File: config.mk
export PLATFORM = sky130hd
export DESIGN_NAME = bcast_channel
export DESIGN_NICKNAME = d
export VERILOG_FILES = /design/src/rtl/bcast_pkg.sv /design/src/rtl/bcast_ctrl.sv /design/src/rtl/bcast_store.sv /design/src/rtl/bcast_channel.sv
export SDC_FILE = /design/constraint.sdc
export NUM_CORES = 1
export LEC_CHECK = 0
export ABC_AREA = 1
export BUFFER_PORTS_ARGS = -buffer_cell sky130_fd_sc_hd__buf_2
export CELL_PAD_IN_SITES_DETAIL_PLACEMENT = 1
export CELL_PAD_IN_SITES_GLOBAL_PLACEMENT = 1
export CORE_UTILIZATION = 35
export DETAILED_ROUTE_END_ITERATION = 10
export PLACE_DENSITY_LB_ADDON = 0.1
export SLEW_MARGIN = 30
export SYNTH_ARGS = -nofsm -noshare
export SYNTH_HDL_FRONTEND = slang
export SYNTH_SLANG_ARGS = --single-unit
File: constraint.sdc
create_clock -name clk -period 1.65 [get_ports clk]
set_clock_uncertainty 0.1 [all_clocks]
set_input_delay 0.33 -clock clk [delete_from_list [all_inputs] [get_ports clk]]
set_output_delay 0.33 -clock clk [all_outputs]
set_load 0.03 [all_outputs]
File: src/rtl/bcast_pkg.sv
package bcast_pkg;
  // strobes from control to storage, one cycle each
  typedef struct packed {
    logic push;
    logic pop;
  } qStrobe_t;
endpackage

File: src/rtl/bcast_ctrl.sv
module bcast_ctrl
  import bcast_pkg::*;
#(
  parameter int NUM_RX = 3,
  parameter int DEPTH  = 2
) (
  input  logic              clk,
  input  logic              rstN,
  input  logic              sendValid,
  input  logic [NUM_RX-1:0] rxDeq,
  output logic              sendReady,
  output logic [NUM_RX-1:0] rxValid,
  output qStrobe_t          strobe
);
  localparam int CNT_W = $clog2(DEPTH + 1);

  logic [CNT_W-1:0]  count;
  logic [NUM_RX-1:0] taken;
  logic [NUM_RX-1:0] takeNow;
  logic              notEmpty;
  logic              full;
  logic              headDone;

  assign notEmpty  = (count != '0);
  assign full      = (count == CNT_W'(DEPTH));
  assign sendReady = !full;
  assign rxValid   = {NUM_RX{notEmpty}} & ~taken;
  assign takeNow   = rxDeq & rxValid;
  assign headDone  = notEmpty && (&(taken | takeNow));

  always_comb begin
    strobe.push = sendValid && !full;
    strobe.pop  = headDone;
  end

  always_ff @(posedge clk or negedge rstN) begin
    if (!rstN) begin
      count <= '0;
    end else begin
      case ({strobe.push, strobe.pop})
        2'b10:   count <= count + 1'b1;
        2'b01:   count <= count - 1'b1;
        default: count <= count;
      endcase
    end
  end

  always_ff @(posedge clk or negedge rstN) begin
    if (!rstN) taken <= '0;
    else if (strobe.pop) taken <= '0;
    else taken <= taken | takeNow;
  end
endmodule

File: src/rtl/bcast_store.sv
module bcast_store
  import bcast_pkg::*;
#(
  parameter int DATA_W = 8,
  parameter int DEPTH  = 2
) (
  input  logic              clk,
  input  logic              rstN,
  input  qStrobe_t          strobe,
  input  logic [DATA_W-1:0] wrData,
  output logic [DATA_W-1:0] rdData
);
  localparam int PTR_W = (DEPTH > 1) ? $clog2(DEPTH) : 1;
  localparam logic [PTR_W-1:0] LAST = PTR_W'(DEPTH - 1);

  logic [DATA_W-1:0] mem [DEPTH];
  logic [PTR_W-1:0]  wrPtr;
  logic [PTR_W-1:0]  rdPtr;

  function automatic logic [PTR_W-1:0] stepPtr(input logic [PTR_W-1:0] p);
    return (p == LAST) ? '0 : p + 1'b1;
  endfunction

  always_ff @(posedge clk or negedge rstN) begin
    if (!rstN) begin
      wrPtr <= '0;
      rdPtr <= '0;
    end else begin
      if (strobe.push) wrPtr <= stepPtr(wrPtr);
      if (strobe.pop)  rdPtr <= stepPtr(rdPtr);
    end
  end

  always_ff @(posedge clk) begin
    if (strobe.push) mem[wrPtr] <= wrData;
  end

  assign rdData = mem[rdPtr];
endmodule

File: src/rtl/bcast_channel.sv
module bcast_channel
  import bcast_pkg::*;
#(
  parameter int NUM_RX = 3,
  parameter int DATA_W = 8,
  parameter int DEPTH  = 2
) (
  input  logic                              clk,
  input  logic                              rstN,
  input  logic                              sendValid,
  input  logic [DATA_W-1:0]                 sendData,
  output logic                              sendReady,
  output logic [(NUM_RX>0?NUM_RX:1)-1:0]    rxValid,
  output logic [DATA_W-1:0]                 rxData,
  input  logic [(NUM_RX>0?NUM_RX:1)-1:0]    rxDeq
);
  generate
    if (NUM_RX == 0) begin : gNoRx
      // nobody listens: accept and drop
      assign sendReady = 1'b1;
      assign rxValid   = '0;
      assign rxData    = '0;
    end else begin : gRx
      qStrobe_t strobe;

      bcast_ctrl #(.NUM_RX(NUM_RX), .DEPTH(DEPTH)) uCtrl (
        .clk(clk), .rstN(rstN), .sendValid(sendValid), .rxDeq(rxDeq),
        .sendReady(sendReady), .rxValid(rxValid), .strobe(strobe)
      );

      bcast_store #(.DATA_W(DATA_W), .DEPTH(DEPTH)) uStore (
        .clk(clk), .rstN(rstN), .strobe(strobe),
        .wrData(sendData), .rdData(rxData)
      );
    end
  endgenerate
endmodule

==> impl_metrics.py <==
metrics = {
    "sta": {
        "tightest_slew_ns": 0.249,
        "rsz0062_at_grt": "true",
        "finalCritPeriodShare_pct": 101,
        "min_period_ns": 1.67,
        "fmaxAchievable_mhz": 598,
        "hold_viol": 0,
        "final-max-slew-violation-count": 0,
        "setup_viol": 3,
        "timing.final.ws_setup_ns": -0.0236,
        "slew_headroom_pct": 83.3,
    },
    "logic_synthesis": {
        "ys_ff_latch": 23,
        "syn_area_um2": 970,
        "synth_top_cells_by_area": "edfxtp_1 (50%), dfrtp_1 (18%), nand2_1 (10%)",
        "synth_cell_types": 20,
        "ys.warnings.count": 0,
        "synth_top_area_share_pct": 49.5,
        "synth_top_area_cell": "edfxtp_1",
        "syn_nets": 102,
        "syn_avg_cell_area_um2": 11.1,
        "syn_inst": 87,
        "yosysSeqAreaShare_pct": 67.6,
    },
    "drt": {
        "drt_iter0_drc": 1,
        "drc": 0,
        "routed_via_density": 4.58,
        "via_count": 724,
        "antenna_left": 0,
        "drt_first_pass_iters": 3,
        "highest_layer": "met3",
        "met3_length_um": 53,
        "m1WireLength_um": 898,
        "routed_wl_um": 2100,
        "wl_met2_um": 1140,
        "wl_per_cell_um": 13.3,
    },
    "setup_path": {
        "path_max_fanout": 4,
        "critical_path.max_stage_delay_ns": 0.47,
        "cp_common_cell": "buf_6",
        "crit_chain": "nor2_4 > buf_6 > nor2_2 > buf_6",
        "cp_data_required_time_ns": 1.22,
        "endpoint_kind": "primary output",
        "crit_buf_inv": 2,
        "path_delay_family": "flip-flops",
        "crit_slowest_cell": "dfrtp_2",
        "critPathArrivalTime_ns": 1.24,
        "worst-setup-path-type": "reg2out",
        "worstSetupStartpointType": "register",
    },
    "floorplan": {
        "core_area_um2": 2540,
        "die_h_um": 54.6,
        "die_w_um": 54.6,
        "rows": 18,
        "start_util_pct": 38.1,
        "dieArea_um2": 2980,
        "num_io_pins": 26,
    },
    "clocking": {
        "numCtsBuffers": 3,
        "cts_buffer_depth": 2,
        "clk_latency_ns": 0.31,
        "clock_sinks": 23,
        "htreeDepth": 1,
        "path_clk_slew_ns": 0.13,
        "cts_tree": "done",
        "ctsRootBufferMaster": "clkbuf_4",
    },
    "finish": {
        "final_common_cell": "nand2_1",
        "fin_nets": 144,
        "nFillCells": 287,
        "fin_util_pct": 54.9,
        "diodes": 0,
        "syn_to_final_growth_pct": 44.1,
        "most-common-layout-cells": "nand2_1 (19), edfxtp_1 (16), buf_6 (14)",
        "stdcell_area_um2": 1400,
        "layout-drive-gt1-share_pct": 53.9,
    },
    "pwr": {
        "power_density_nw_per_um2": 2160,
        "finalPower_uw": 3010,
        "ir_worst_vdd_v": 0.00115,
        "p_leak_uw": 0.000642,
    },
    "global_route": {
        "grt_pass1_wl_um": 3030,
        "grt_pass1_vias": 653,
        "grt_antenna_before_repair": 0,
        "grtUsageTotal_pct": 15.5,
        "grt_start_max_net_pins": 14,
        "grt.overflow.total": 0,
    },
    "placed_design": {
        "dp_hpwl_um": 1430,
        "numPortBuffers": 25,
        "place_area_um2": 1190,
        "gp_congestion": 0.777,
    },
    "status": {
        "violations": "negative setup slack",
        "outcome": "finished, violations left",
    },
    "run": {
        "drv_cap": 0,
    },
    "worst_hold_path": {
        "hp-class": "in2reg",
    },
}
==> final cells by class <==
type	instances	area (um2)	area share, %
Clock buffer	3	22.5	1.61
Clock inverter	1	5.00	0.358
Inverter	10	42.5	3.04
Multi-Input combinational cell	53	323	23.1
Sequential cell	23	659	47.2
Tap cell	30	37.5	2.69
Timing Repair Buffer	38	308	22.0
==> where the power goes <==
part           internal [uW]  total [uW]  switching, uW
combinational            801        1800            999
clock                   90.5         264            174
sequential               824         950            126
==> state kept, by name (all words and copies together), names as in the netlist <==
register	cells
gRx.uCtrl.count	2
gRx.uCtrl.taken	3
gRx.uStore.mem	16
gRx.uStore.rdPtr	1
gRx.uStore.wrPtr	1
==> routing by layer <==
metal | vias up | GRT usage, %
li1 | 364 | -
met1 | 348 | 18.7
met2 | 12 | 26.9
met3 | 0 | 3.33
met4 | 0 | 5.13
met5 | - | 0
==> through the flow <==
step	setup WS, ns	TNS [ns]	hold slack, ns	cells
after floorplan	0.000157	0	-0.0656	87
after global placement	0.0167	0	0.0779	150
after detailed placement	-0.0656	-0.0656	0.0789	150
after CTS	-0.0529	-0.166	0.0933	157
after global routing	-0.0889	-0.378	0.0757	158
final	-0.0236	-0.0561	0.0976	158
==> synthesized netlist by cell type <==
master / count
nand4_1: 1
nand2_2: 4
buf_4: 1
a21boi_0: 1
nor2_1: 8
clkinv_1: 1
a21oi_1: 3
edfxtp_1: 16
o21ai_0: 2
nand2_4: 1
xor2_1: 1
xnor2_1: 1
nand3_2: 1
nor2_2: 1
inv_2: 2
nand2_1: 27
inv_1: 7
a21oi_4: 1
ha_1: 1
dfrtp_1: 7
==> worst paths after layout <==
| kind | endpoint | slack (ns) | depth (start not counted) | start |
|---|---|---|---|---|
| max | rxValid[1] | -0.02 | 4 | gRx.uCtrl.count[0] |
| min | gRx.uStore.mem[0][4] | 0.1 | 1 | sendData[4] |
| max reg2reg | gRx.uCtrl.count[1] | 0.04 | 10 | gRx.uCtrl.count[0] |
| min reg2reg | gRx.uStore.wrPtr | 0.45 | 2 | gRx.uStore.wrPtr |
| max in group asynchronous | gRx.uStore.rdPtr | 1.01 | 2 | rstN |
| min in group asynchronous | gRx.uCtrl.count[0] | 0.27 | 2 | rstN |
==> kinds of logic (layout without fill, tap and decap cells) <==
| family | Yosys count | after routing | share of synthesized area [%] |
|---|---|---|---|
| fa+ha+maj | 1 | 1 | 1.29 |
| buf+inv | 11 | 52 | 4.65 |
| compound gates | 7 | 7 | 5.03 |
| xor+xnor | 2 | 2 | 1.81 |
| simple gates | 43 | 43 | 19.6 |
| flops | 23 | 23 | 67.6 |
==> timing repair <==
action	in CTS	in global routing
gates resized for setup	12	46
hold buffers	1	0
cloned	0	1
pin swaps	0	2
hold endpoints to repair	7	0
setup buffers	2	0
endpoints found under the setup margin	12	14
(Power assumes the default switching activity.)
